### config.mk
export PLATFORM = sky130hd
export DESIGN_NAME = ie_stage
export DESIGN_NICKNAME = d
export VERILOG_FILES = /design/src/rtl/ie_pkg.sv /design/src/rtl/ie_slot_match.sv /design/src/rtl/ie_eject_arb.sv /design/src/rtl/ie_inject_sel.sv /design/src/rtl/ie_stage.sv
export SDC_FILE = /design/constraint.sdc
export NUM_CORES = 1
export LEC_CHECK = 0
export ABC_AREA = 1
export BUFFER_PORTS_ARGS = -buffer_cell sky130_fd_sc_hd__clkbuf_2
export CORE_MARGIN = 4
export CORE_UTILIZATION = 52
export DETAILED_ROUTE_END_ITERATION = 12
export HOLD_SLACK_MARGIN = 0.02
export PLACE_DENSITY = 0.84
export SYNTH_ARGS = -nofsm -noshare
export SYNTH_HDL_FRONTEND = slang
export SYNTH_HIERARCHICAL = 1
export SYNTH_SLANG_ARGS = --single-unit
### constraint.sdc
create_clock -name clk -period 5.2 [get_ports clk]
set_input_delay 1.04 -clock clk [delete_from_list [all_inputs] [get_ports clk]]
set_output_delay 1.04 -clock clk [all_outputs]
set_load 0.01 [all_outputs]
### src/rtl/ie_pkg.sv
package ie_pkg;

   localparam int MAX_PORTS = 32;

   // how an output slot is filled in the next cycle
   typedef enum logic [1:0] {
      SLOT_EMPTY = 2'd0,
      SLOT_PASS  = 2'd1,
      SLOT_INJ   = 2'd2
   } slot_src_e;

   // isolate the least significant set bit
   function automatic logic [MAX_PORTS-1:0] lowest_onehot(input logic [MAX_PORTS-1:0] x);
      return x & (~x + {{(MAX_PORTS-1){1'b0}}, 1'b1});
   endfunction

endpackage

### src/rtl/ie_slot_match.sv
module ie_slot_match #(
   parameter int P      = 4,
   parameter int NODE_W = 6,
   parameter int REQ_W  = 3,
   parameter int FW     = 34
) (
   input  logic [P-1:0]    vld_i,
   input  logic [P*FW-1:0] flit_i,
   input  logic [NODE_W-1:0] my_node_i,
   input  logic [NODE_W-1:0] gold_src_i,
   input  logic [REQ_W-1:0]  gold_req_i,
   output logic [P-1:0]    local_o,
   output logic [P-1:0]    gold_o
);
   localparam int SRC_LO = NODE_W;
   localparam int REQ_LO = 2*NODE_W;

   for (genvar i = 0; i < P; i++) begin : g_slot
      logic [FW-1:0] f;
      assign f          = flit_i[i*FW +: FW];
      assign local_o[i] = vld_i[i] && (f[NODE_W-1:0] == my_node_i);
      assign gold_o[i]  = local_o[i] && (f[SRC_LO +: NODE_W] == gold_src_i)
                                     && (f[REQ_LO +: REQ_W] == gold_req_i);
   end
endmodule

### src/rtl/ie_eject_arb.sv
module ie_eject_arb
   import ie_pkg::*;
#(
   parameter int P = 4
) (
   input  logic [P-1:0] local_i,
   input  logic [P-1:0] gold_i,
   output logic [P-1:0] gnt_o
);
   logic [MAX_PORTS-1:0] pool, pick;

   always_comb begin
      pool = '0;
      if (|gold_i) pool[P-1:0] = gold_i;
      else         pool[P-1:0] = local_i;
      pick  = lowest_onehot(pool);
      gnt_o = pick[P-1:0];
   end

   always_comb begin
      a_r3_one_eject: assert ($onehot0(gnt_o));
   end
endmodule

### src/rtl/ie_inject_sel.sv
module ie_inject_sel
   import ie_pkg::*;
#(
   parameter int P = 4
) (
   input  logic [P-1:0] occ_i,
   input  logic         head_vld_i,
   output logic [P-1:0] gnt_o,
   output logic         pop_o
);
   logic [MAX_PORTS-1:0] free_slots, pick;

   always_comb begin
      free_slots = '0;
      free_slots[P-1:0] = ~occ_i;
      pick  = lowest_onehot(free_slots);
      gnt_o = head_vld_i ? pick[P-1:0] : '0;
      pop_o = |gnt_o;
   end
endmodule

### src/rtl/ie_stage.sv
module ie_stage
   import ie_pkg::*;
#(
   parameter int P      = 4,
   parameter int NODE_W = 6,
   parameter int REQ_W  = 3,
   parameter int DATA_W = 16,
   localparam int FW    = DATA_W + REQ_W + 2*NODE_W
) (
   input  logic              clk,
   input  logic              rst_n,
   input  logic [NODE_W-1:0] my_node_i,
   input  logic [NODE_W-1:0] gold_src_i,
   input  logic [REQ_W-1:0]  gold_req_i,
   input  logic [P-1:0]      in_vld_i,
   input  logic [P*FW-1:0]   in_flit_i,
   input  logic              inj_vld_i,
   input  logic [FW-1:0]     inj_flit_i,
   output logic              inj_pop_o,
   output logic [P-1:0]      out_vld_o,
   output logic [P*FW-1:0]   out_flit_o,
   output logic              ej_vld_o,
   output logic [FW-1:0]     ej_flit_o
);
   localparam int SRC_LO = NODE_W;
   localparam int REQ_LO = 2*NODE_W;

   if (P < 1 || P > MAX_PORTS) begin : g_bad_ports
      $error("ie_stage: P must lie in 1..MAX_PORTS");
   end
   if (NODE_W < 1 || REQ_W < 1 || DATA_W < 0) begin : g_bad_fields
      $error("ie_stage: field widths out of range");
   end

   logic [P-1:0] is_local, is_gold, ej_gnt, occ_after, inj_gnt;
   logic [P-1:0] vld_d;
   logic [P*FW-1:0] flit_d;
   logic [FW-1:0] ej_flit_d;
   logic ej_any;

   ie_slot_match #(.P(P), .NODE_W(NODE_W), .REQ_W(REQ_W), .FW(FW)) u_match (
      .vld_i      (in_vld_i),
      .flit_i     (in_flit_i),
      .my_node_i  (my_node_i),
      .gold_src_i (gold_src_i),
      .gold_req_i (gold_req_i),
      .local_o    (is_local),
      .gold_o     (is_gold)
   );

   ie_eject_arb #(.P(P)) u_eject (
      .local_i (is_local),
      .gold_i  (is_gold),
      .gnt_o   (ej_gnt)
   );

   assign ej_any    = |ej_gnt;
   assign occ_after = in_vld_i & ~ej_gnt;

   ie_inject_sel #(.P(P)) u_inject (
      .occ_i      (occ_after),
      .head_vld_i (inj_vld_i),
      .gnt_o      (inj_gnt),
      .pop_o      (inj_pop_o)
   );

   always_comb begin
      ej_flit_d = '0;
      for (int i = 0; i < P; i++) begin
         if (ej_gnt[i]) ej_flit_d = ej_flit_d | in_flit_i[i*FW +: FW];
      end
   end

   for (genvar i = 0; i < P; i++) begin : g_next
      slot_src_e how;
      always_comb begin
         if (inj_gnt[i])        how = SLOT_INJ;
         else if (occ_after[i]) how = SLOT_PASS;
         else                   how = SLOT_EMPTY;
         case (how)
            SLOT_INJ: begin
               vld_d[i]            = 1'b1;
               flit_d[i*FW +: FW]  = inj_flit_i;
            end
            SLOT_PASS: begin
               vld_d[i]            = 1'b1;
               flit_d[i*FW +: FW]  = in_flit_i[i*FW +: FW];
            end
            default: begin
               vld_d[i]            = 1'b0;
               flit_d[i*FW +: FW]  = in_flit_i[i*FW +: FW];
            end
         endcase
      end

      a_r2_pass_through: assert property (@(posedge clk) disable iff (!rst_n)
         (in_vld_i[i] && !is_local[i]) |=>
            (out_vld_o[i] && out_flit_o[i*FW +: FW] == $past(in_flit_i[i*FW +: FW])));

      a_r6_loser_stays: assert property (@(posedge clk) disable iff (!rst_n)
         (is_local[i] && !ej_gnt[i]) |=>
            (out_vld_o[i] && out_flit_o[i*FW +: FW] == $past(in_flit_i[i*FW +: FW])));
   end

   always_ff @(posedge clk or negedge rst_n) begin
      if (!rst_n) begin
         out_vld_o  <= '0;
         out_flit_o <= '0;
         ej_vld_o   <= 1'b0;
         ej_flit_o  <= '0;
      end else begin
         out_vld_o  <= vld_d;
         out_flit_o <= flit_d;
         ej_vld_o   <= ej_any;
         ej_flit_o  <= ej_flit_d;
      end
   end

   a_r1_reset_clear: assert property (@(posedge clk)
      !rst_n |=> (out_vld_o == '0 && !ej_vld_o));

   a_r3_eject_is_local: assert property (@(posedge clk) disable iff (!rst_n)
      ej_vld_o |-> (ej_flit_o[NODE_W-1:0] == $past(my_node_i)));

   a_r3_local_ejects: assert property (@(posedge clk) disable iff (!rst_n)
      (|is_local) |=> ej_vld_o);

   a_r4_golden_wins: assert property (@(posedge clk) disable iff (!rst_n)
      (|is_gold) |=> (ej_vld_o && ej_flit_o[SRC_LO +: NODE_W] == $past(gold_src_i)
                               && ej_flit_o[REQ_LO +: REQ_W] == $past(gold_req_i)));

   a_r7_slot_count: assert property (@(posedge clk) disable iff (!rst_n)
      1'b1 |=> ($countones(out_vld_o) ==
                $countones($past(in_vld_i)) - int'($past(ej_any)) + int'($past(inj_pop_o))));

   a_r8_pop_needs_head: assert property (@(posedge clk) disable iff (!rst_n)
      inj_pop_o |-> inj_vld_i);

   a_r8_no_pop_when_full: assert property (@(posedge clk) disable iff (!rst_n)
      ((&in_vld_i) && !(|is_local)) |-> !inj_pop_o);

endmodule

==> summary.txt <==
Routed WL per cell: 16.7 µm
final slew viol count: 0
crit-path max cell delay: 0.44 ns
Worst IR Drop VDD: 217 µV
Synth top area share: 50.0%
CTS Buf Count: 17
fin crit period: 4.41 ns
Nets: 1652
Leak Pwr: 6.42 nW
post-synthesis net count: 1329
top cells by area, synth: dfrtp_1, nand2_1, inv_1
yosys warns: 6
fin cells: 1674
Largest delay share family, worst path: simple AND/OR/NAND/NOR gates
Yosys reg bits: 160
share of cells above drive strength 1: 27.3%
# IOs: 338
first-pass GRT wire length: 43400 µm
initial cell density of the core: 52.9%
antenna cells: 0
vias in the first global route: 8117
Hold Slack: 0.763 ns
most frequent cells in the layout: nand2_1, clkbuf_2, dfrtp_1
die area: 17500 µm²
Iter 0 DRT Violations: 708
final hold viol count: 0
run status: finished, final reports clean
setup slack at placement: 0.836 ns
CP bufs+invs: 3
Min-Delay Path Class: input pin to asynchronous set/reset pin
DRC viols: 0
Post CTS Setup Buffer Count: 0
CP endpoint kind: output port
port bufs: 337
largest area contributor in the netlist: dfrtp_1
worst path cell trace: clkbuf_2 > inv_1 > o21ai_0 > nor3_1 > nand2_1 > nor2_1 > nor2_2 > nand3_1 > nand2_2 > nor2_1 > nand2_2 > nor2_1 > nor2_1 > clkbuf_2
Die X-Extent: 132 µm
fillers: 1244
Clock Sinks: 160
Synth cell types: 19
critical path depth: 14
Syn Inst Count: 1152
num rows: 45
fmax: 227 MHz
CTS tree: yes
most frequent CP cell: nor2_1
RSZ-0062 raised after global routing: false
max cap viols: 0
endpoints failing setup: 0
Worst Tran Pin Value: 1.04 ns
Via density: 5.07
Netlist Area Pre-Place: 8010 µm²
sequential area share after synthesis: 50.0%
CP max FO: 18
Power per Cell Area: 298 nW/µm²
period utilization: 84.9%
Arr. time, crit path: 3.37 ns
Crit Path Category: input pin to output port
placer congestion estimate: 0.907
GRT Resource Usage Total: 31.9%
Routed WL: 28000 µm
Antenna Nets Post-Route: 0
Die Y: 132 µm
most common cell after layout, fill and taps aside: nand2_1
dpl cells: 1644
H-tree depth: 4
Final WS setup: 0.788 ns
Worst Path Required: 4.16 ns
Fin Setup TNS: 0 ns
Crit-path slowest cell: nor2_1
CTS Buffer Depth: 2
GRT overflow: 0
Syn Area/Cell: 6.95 µm²
clock transition at the registers of the reported paths: 0.06 ns
Vias: 8480
CP startpoint kind: input pin
Pre-antenna DRT Iters: 5
Slew HR: 30.4%
antenna violations before repair: 0
core area: 15100 µm²
hold_buf cts: 0
Area growth syn-to-layout: 29.2%
CTS root buffer: clkbuf_16
DP Wirelength: 19800 µm
Power Total: 3.08 mW
post_cts resized: 0
pin count of the biggest net entering global routing: 119
==> synth_stat cells, drive strengths merged <==
library cell	instances
nand2	723
clkbuf	1
nand4	3
dfrtp	160
xor2	6
inv	139
nor2	35
buf	41
nand3	11
nor3	9
xnor2	3
o21ai	21
==> power breakdown <==
part	switching (mW)	internal, mW
sequential	0.0253	1.32
clock	0.527	0.736
combinational	0.306	0.165
==> cell type report <==
class | instances | area, µm² | share of cell area, %
repair buffers | 346 | 1760 | 17.0
clock inverters | 10 | 129 | 1.25
multi-input cells | 811 | 3240 | 31.3
inverters | 139 | 522 | 5.04
flip-flops and latches | 160 | 4000 | 38.7
clock buffers | 20 | 457 | 4.41
well taps | 188 | 235 | 2.27
==> per-stage QoR <==
step	cell area, µm²	utilization (%)
floorplan	8010	-
global placement	9760	64.5
detailed placement	9760	64.5
CTS	10300	68.3
global route	10300	68.3
finish	10300	68.3
==> kinds of logic after synthesis <==
| group | after synthesis | share of synthesized area [%] |
|---|---|---|
| flops | 160 | 50.0 |
| simple gates | 781 | 37.5 |
| xor+xnor | 9 | 0.984 |
| compound gates | 21 | 1.31 |
| buf+inv | 181 | 10.2 |
==> state kept, by name, summed over array words and instances (netlist names) <==
register and count:
ej_flit_o 31, ej_vld_o 1, out_flit_o 124, out_vld_o 4
==> per-layer routing <==
| layer | GRT usage (%) | vias up | share of wire, % |
|---|---|---|---|
| met3 | 9.05 | 74 | 10 |
| met1 | 39.0 | 3890 | 37 |
| met2 | 53.9 | 504 | 49 |
| met5 | 0 | - | 0 |
| li1 | - | 4012 | - |
| met4 | 12.1 | 0 | 3.1 |
==> worst paths after layout <==
kind	startpoint	endpoint	slack, ns
setup / recovery	my_node_i[3]	inj_pop_o	0.79
hold / removal	rst_n	out_flit_o[119]$_DFF_PN0_	0.76
max in group asynchronous	rst_n	ej_flit_o[2]$_DFF_PN0_	3.32
min in group clk	in_flit_i[121]	out_flit_o[121]$_DFF_PN0_	0.82
Note: power is estimated with default switching activity, not from simulation.
